[src/rtl/alu8_pkg.sv]
package alu8_pkg;
  localparam int unsigned OP_W = 3;

  typedef enum logic [1:0] {
    ARITH_A_DEC = 2'b00,
    ARITH_B_SUB = 2'b01,
    ARITH_ADD   = 2'b10,
    ARITH_B_INC = 2'b11
  } arith_sel_e;

  typedef enum logic [1:0] {
    LOGIC_NAND = 2'b00,
    LOGIC_NOR  = 2'b01,
    LOGIC_XOR  = 2'b10,
    LOGIC_AND  = 2'b11
  } logic_sel_e;
endpackage

[src/rtl/alu8_operand_cond.sv]
module alu8_operand_cond
  import alu8_pkg::*;
#(
  parameter int unsigned WIDTH = 4
) (
  input  logic [WIDTH-1:0] a_i,
  input  logic [WIDTH-1:0] b_i,
  input  arith_sel_e       sel_i,
  output logic [WIDTH-1:0] x_o,
  output logic [WIDTH-1:0] y_o,
  output logic             cin_o
);
  for (genvar i = 0; i < WIDTH; i++) begin : g_bit
    always_comb begin
      unique case (sel_i)
        ARITH_A_DEC: begin x_o[i] = a_i[i];  y_o[i] = 1'b1;   end
        ARITH_B_SUB: begin x_o[i] = ~a_i[i]; y_o[i] = b_i[i]; end
        ARITH_ADD:   begin x_o[i] = a_i[i];  y_o[i] = b_i[i]; end
        default:     begin x_o[i] = 1'b0;    y_o[i] = b_i[i]; end
      endcase
    end
  end

  // carry-in is set for the two "+1" style ops (B-A, B+1)
  assign cin_o = sel_i[0];
endmodule

[src/rtl/alu8_ripple_adder.sv]
module alu8_ripple_adder #(
  parameter int unsigned WIDTH = 4
) (
  input  logic [WIDTH-1:0] x_i,
  input  logic [WIDTH-1:0] y_i,
  input  logic             cin_i,
  output logic [WIDTH-1:0] sum_o,
  output logic [WIDTH:0]   carry_o
);
  assign carry_o[0] = cin_i;

  for (genvar i = 0; i < WIDTH; i++) begin : g_fa
    logic half_s;
    assign half_s       = x_i[i] ^ y_i[i];
    assign sum_o[i]     = half_s ^ carry_o[i];
    assign carry_o[i+1] = (x_i[i] & y_i[i]) | (half_s & carry_o[i]);
  end
endmodule

[src/rtl/alu8_logic_unit.sv]
module alu8_logic_unit
  import alu8_pkg::*;
#(
  parameter int unsigned WIDTH = 4
) (
  input  logic [WIDTH-1:0] a_i,
  input  logic [WIDTH-1:0] b_i,
  input  logic_sel_e       sel_i,
  output logic [WIDTH-1:0] res_o
);
  for (genvar i = 0; i < WIDTH; i++) begin : g_bit
    always_comb begin
      unique case (sel_i)
        LOGIC_NAND: res_o[i] = ~(a_i[i] & b_i[i]);
        LOGIC_NOR:  res_o[i] = ~(a_i[i] | b_i[i]);
        LOGIC_XOR:  res_o[i] = a_i[i] ^ b_i[i];
        default:    res_o[i] = a_i[i] & b_i[i];
      endcase
    end
  end
endmodule

[src/rtl/alu8_top.sv]
module alu8_top
  import alu8_pkg::*;
#(
  parameter int unsigned WIDTH = 4
) (
  input  logic [WIDTH-1:0] a_i,
  input  logic [WIDTH-1:0] b_i,
  input  logic [OP_W-1:0]  op_i,
  output logic [WIDTH-1:0] z_o,
  output logic             carry_o,
  output logic             ovf_o
);
  localparam int unsigned MSB = WIDTH - 1;

  logic [WIDTH-1:0] x_s, y_s, sum_s, logic_s;
  logic [WIDTH:0]   chain_s;
  logic             cin_s;
  logic             is_logic_s;
  arith_sel_e       arith_sel_s;
  logic_sel_e       logic_sel_s;

  assign is_logic_s  = op_i[2];
  assign arith_sel_s = arith_sel_e'(op_i[1:0]);
  assign logic_sel_s = logic_sel_e'(op_i[1:0]);

  alu8_operand_cond #(.WIDTH(WIDTH)) u_cond (
    .a_i   (a_i),
    .b_i   (b_i),
    .sel_i (arith_sel_s),
    .x_o   (x_s),
    .y_o   (y_s),
    .cin_o (cin_s)
  );

  alu8_ripple_adder #(.WIDTH(WIDTH)) u_adder (
    .x_i     (x_s),
    .y_i     (y_s),
    .cin_i   (cin_s),
    .sum_o   (sum_s),
    .carry_o (chain_s)
  );

  alu8_logic_unit #(.WIDTH(WIDTH)) u_logic (
    .a_i   (a_i),
    .b_i   (b_i),
    .sel_i (logic_sel_s),
    .res_o (logic_s)
  );

  assign z_o     = is_logic_s ? logic_s : sum_s;
  assign carry_o = ~is_logic_s & chain_s[WIDTH];
  assign ovf_o   = ~is_logic_s & (chain_s[WIDTH] ^ chain_s[MSB]);
endmodule

[config.mk]
export PLATFORM = sky130hd
export DESIGN_NAME = alu8_top
export DESIGN_NICKNAME = d
export VERILOG_FILES = /design/src/rtl/alu8_pkg.sv /design/src/rtl/alu8_operand_cond.sv /design/src/rtl/alu8_ripple_adder.sv /design/src/rtl/alu8_logic_unit.sv /design/src/rtl/alu8_top.sv
export SDC_FILE = /design/constraint.sdc
export NUM_CORES = 1
export LEC_CHECK = 0
export BUFFER_PORTS_ARGS = -buffer_cell sky130_fd_sc_hd__buf_2
export CORE_AREA = 2 2 39 41
export DETAILED_ROUTE_END_ITERATION = 12
export DIE_AREA = 0 0 41 43
export GPL_TIMING_DRIVEN = 0
export PLACE_DENSITY_LB_ADDON = 0.1
export SLEW_MARGIN = 30
export SYNTH_ARGS = -nofsm -noshare
export SYNTH_HDL_FRONTEND = slang
export SYNTH_SLANG_ARGS = --single-unit
[constraint.sdc]
create_clock -name vclk -period 5.4
set_input_delay 1.08 -clock vclk [all_inputs]
set_output_delay 1.08 -clock vclk [all_outputs]
set_load 0.005 [all_outputs]
# [Word level (Yosys, flattened, before mapping)]
# Cells that the tools add are included.
[totals] register_bits=0 input_bits=11 output_inout_bits=6
[op_classes] n_eq_ne=2 mux=13 bitwise=48 n_reduce_logical=2
[op_table] operator="bitwise AND 1 bit" count=14
[op_table] operator="inverter 1 bit" count=13
[op_table] operator="XOR 1 bit" count=13
[op_table] operator="case mux 1 bit (3 select lines)" count=4
[op_table] operator="OR 1 bit" count=8
[op_table] operator="case mux 1 bit (2 select lines)" count=4
[op_table] operator="two-way mux 1 bit" count=4
[op_table] operator="two-way mux 4 bit" count=1
[op_table] operator="equality test 2 x 1 -> 1 bit (second input constant)" count=1
[op_table] operator="equality test 2 bit (second input constant)" count=1
[op_table] operator="zero test 2 bit" count=1
[op_table] operator="OR reduction 2 bit" count=1

# [Longest topological paths before layout]
[depth] depth_word=14 mapped_depth=11

# [Modules after synthesis]
# From an unflattened synthesis, not the netlist that was laid out.
[unflattened] hier_cells=69 area_unflattened_um2=566.8
[by_module_without_submodules] module="alu8_logic_unit" n_inst=1 cells_per_inst=37 area_each_um2=291.5
[by_module_without_submodules] module="alu8_ripple_adder" n_inst=1 cells_per_inst=14 area_each_um2=121.4
[by_module_without_submodules] module="alu8_operand_cond" n_inst=1 cells_per_inst=11 area_each_um2=87.6
[by_module_without_submodules] module="alu8_top" n_inst=1 cells_per_inst=7 area_each_um2=66.3

# [Worst setup path before layout]
# No wires, ideal clock.
[synth_path] path_type="input-to-output" startpoint="in op_i[1]" endpoint="out z_o[3]" t_arrival_ns=3.285 setup_slack_ns=1.035 stages=10 path_cell_list="buf_6 nand2b_1 mux2i_1 fa_1 fa_1 inv_1 fa_1 inv_1 fa_1 a221o_1"
[synth_via] elab_chain_cells=12
[synth_rtl] item="from (decl)" line="alu8_top.sv:8" source="input logic [OP_W-1:0] op_i,"
[synth_rtl] item="equality test 2 bit or zero test 2 bit (tied branches)" line="alu8_operand_cond.sv:15, alu8_logic_unit.sv:13"
[synth_rtl] item="OR reduction 2 bit (no source line)"
[synth_rtl] item="case mux 1 bit (2 select lines)" line="alu8_operand_cond.sv:15" source="unique case (sel_i)"
[synth_rtl] item="XOR 1 bit" line="alu8_ripple_adder.sv:14" source="assign half_s = x_i[i] ^ y_i[i];"
[synth_rtl] item="bitwise AND 1 bit" line="alu8_ripple_adder.sv:16" source="assign carry_o[i+1] = (x_i[i] & y_i[i]) | (half_s & carry_o[i]);"
[synth_rtl] item="OR 1 bit" line="alu8_ripple_adder.sv:16"
[synth_rtl] item="bitwise AND 1 bit" line="alu8_ripple_adder.sv:16"
[synth_rtl] item="OR 1 bit" line="alu8_ripple_adder.sv:16"
[synth_rtl] item="bitwise AND 1 bit" line="alu8_ripple_adder.sv:16"
[synth_rtl] item="OR 1 bit" line="alu8_ripple_adder.sv:16"
[synth_rtl] item="XOR 1 bit" line="alu8_ripple_adder.sv:15" source="assign sum_o[i] = half_s ^ carry_o[i];"
[synth_rtl] item="two-way mux 4 bit (*)" line="alu8_top.sv:50" source="assign z_o = is_logic_s ? logic_s : sum_s;"
[synth_rtl] item="to (decl)" line="alu8_top.sv:9" source="output logic [WIDTH-1:0] z_o,"
# Every way passes the cells marked *; elsewhere a longest branch is shown, timed or not.

# [Final worst setup path]
# Ends and elaborated chain as after synthesis.

==> results.tsv <==
metric	value	unit
fill count	146	
Mapped Area	509.2	um2
final critical-path share of the clock period	85.49	%
PortBufs	16	
CP max stage delay	430	ps
Least-Margin Pin Slew	334.1	ps
width of the die	41	um
IO Pins	17	
Avg WL per Cell	10.88	um
HPWL after DPL	844.9	um
synth top area cells	ha_1, fa_1, mux2i_1, inv_1, a221o_1	
Critical Path RT	4320	ps
total negative slack	0	ps
LEAKAGE	0.0003387	uW
num sequential	0	
# hold bufs at CTS	0	
# clk buffers	0	
Worst Setup End Kind	output pin	
drt drc	0	
CP arrival	3540	ps
DP Area	609.3	um2
Hold Fails Final Rpt	0	
post-cts resize count	0	
crit-path max FO	9	
slew margin rel.	77.64	%
Fmax	216.6	MHz
max-slew violations	0	
RSZ-0062 raised after global routing	no	
vias per cell	4.935	
die height	43	um
antenna viol nets, final	0	
Cells after Synth	61	
Total Power	56.36	uW
via count	459	
largest net degree at the start of global routing	11	
Congestion Overflow GR	0	
Die Area	1763	um2
routability cong.	0.7136	
Worst Hold Class	in -> out	
top-count cell post-synth	inv_1	
Final setup violation count	0	
fin area	609.3	um2
status	complete, no violations	
Final #Nets	102	
area share of the largest cell type after synthesis	19.66	%
Top cell by count, worst path	fa_1	
CP max-delay cell	fa_1	
initial antenna violation count	0	
vias in the first global route	443	
cell taking the most area after synthesis	ha_1	
cells along the critical path	buf_6, nand2b_1, mux2i_1, fa_1, fa_1, inv_1, fa_1, inv_1, fa_1, a221o_1, buf_2	
postcts setup bufs	0	
fin crit period	4616	ps
Seq/Total Area, Yosys	0	%
Setup crit start kind	primary input	
Syn Nets	84	
first-pass GRT wire length	1683	um
GRT Overall Usage	13.17	%
DRT Wirelength	1012	um
diodes inserted	0	
max_cap viols	0	
post-synth cell types	21	
Max VDD drop	0.03770	mV
# rows	14	
Layout area overhead	19.66	%
register area	0	um2
number of DRC markers in iteration 0	1	
Buf/Inv on CP	4	
warnings from Yosys	0	
PwrDens	92.49	nW/um2
Starting Density	36.80	%
kind of critical path	in -> out	
core area	1384	um2
DR pass1 iterations	2	
share of cells above drive strength 1	33.77	%
CP delay by family, top	adder cells	
Post-synth top cells	inv_1, ha_1, nor2_1	
Mapped Avg Cell Area	8.348	um2
-- worst min-delay path: stages --
cell and delay, ps:
buf_2 110, nor2b_1 40, buf_2 120
-- per-layer routing --
| layer | part of all wire (%) | global-route usage (%) | vias up |
|---|---|---|---|
| met1 | 44 | 15.48 | 217 |
| li1 | - | - | 234 |
| met5 | 0 | 0 | - |
| met3 | 3.3 | 0 | 0 |
| met2 | 53 | 25.94 | 8 |
| met4 | 0 | 0 | 0 |
-- power by group --
group	switching (uW)	leakage (uW)	internal, uW
registers	0	0	0
clock network	0	0	0
logic	27.6	0.000339	28.7
total	27.6	0.000339	28.7
-- cells by family (layout without fill, tap and decap cells) --
group                    after synthesis  count (layout)  synth area share (%)
AND/OR/NAND/NOR                       15              15                 13.27
multiplexers                           7               7                 14.01
buffers and inverters                 14              30                 15.23
AO/OA/AOI/OAI                         12              12                 20.39
XOR/XNOR                               1               1                 1.720
adder cells (fa/ha/maj)               12              12                 35.38
-- area by class of cell --
class	count	area, um2	area share (%)
well taps	16	20.02	3.285
multi-input cells	47	431.7	70.84
repair buffers	16	80.08	13.14
inverters	11	41.29	6.776
plain buffers	3	36.28	5.955
-- path summary, 6_finish.rpt --
kind / start / endpoint / slack, ps / depth (start not counted)
max: op_i[1] / z_o[3] / 780 / 11
min: op_i[2] / carry_o / 2430 / 3
-- metrics by stage --
stage | hold WS (ps) | utilization, % | instances | setup WS [ps]
detailed placement | 2432 | 44.03 | 93 | 760.3
CTS | 2434 | 44.03 | 93 | 757.8
global route | 2466 | 44.03 | 93 | 616.7
finish | 2433 | 44.03 | 93 | 783.7
floorplan | 2190 | - | 61 | 1035
global placement | 2427 | 44.03 | 93 | 753.4
-- cells in the final DEF, fill, tap and decap left out --
cell type / n
mux2i_1: 6
nor2b_1: 1
nor2_2: 1
nand2_1: 4
a211oi_2: 1
o21ai_0: 3
a221oi_2: 1
inv_1: 11
nand2b_1: 1
buf_12: 1
o21ai_2: 3
fa_1: 4
and2b_1: 1
ha_1: 8
a21oi_1: 1
nor2_1: 7
xor2_1: 1
buf_6: 1
buf_2: 17
a221o_1: 3
mux2_2: 1
No activity file was read; power rests on OpenSTA's default activity.
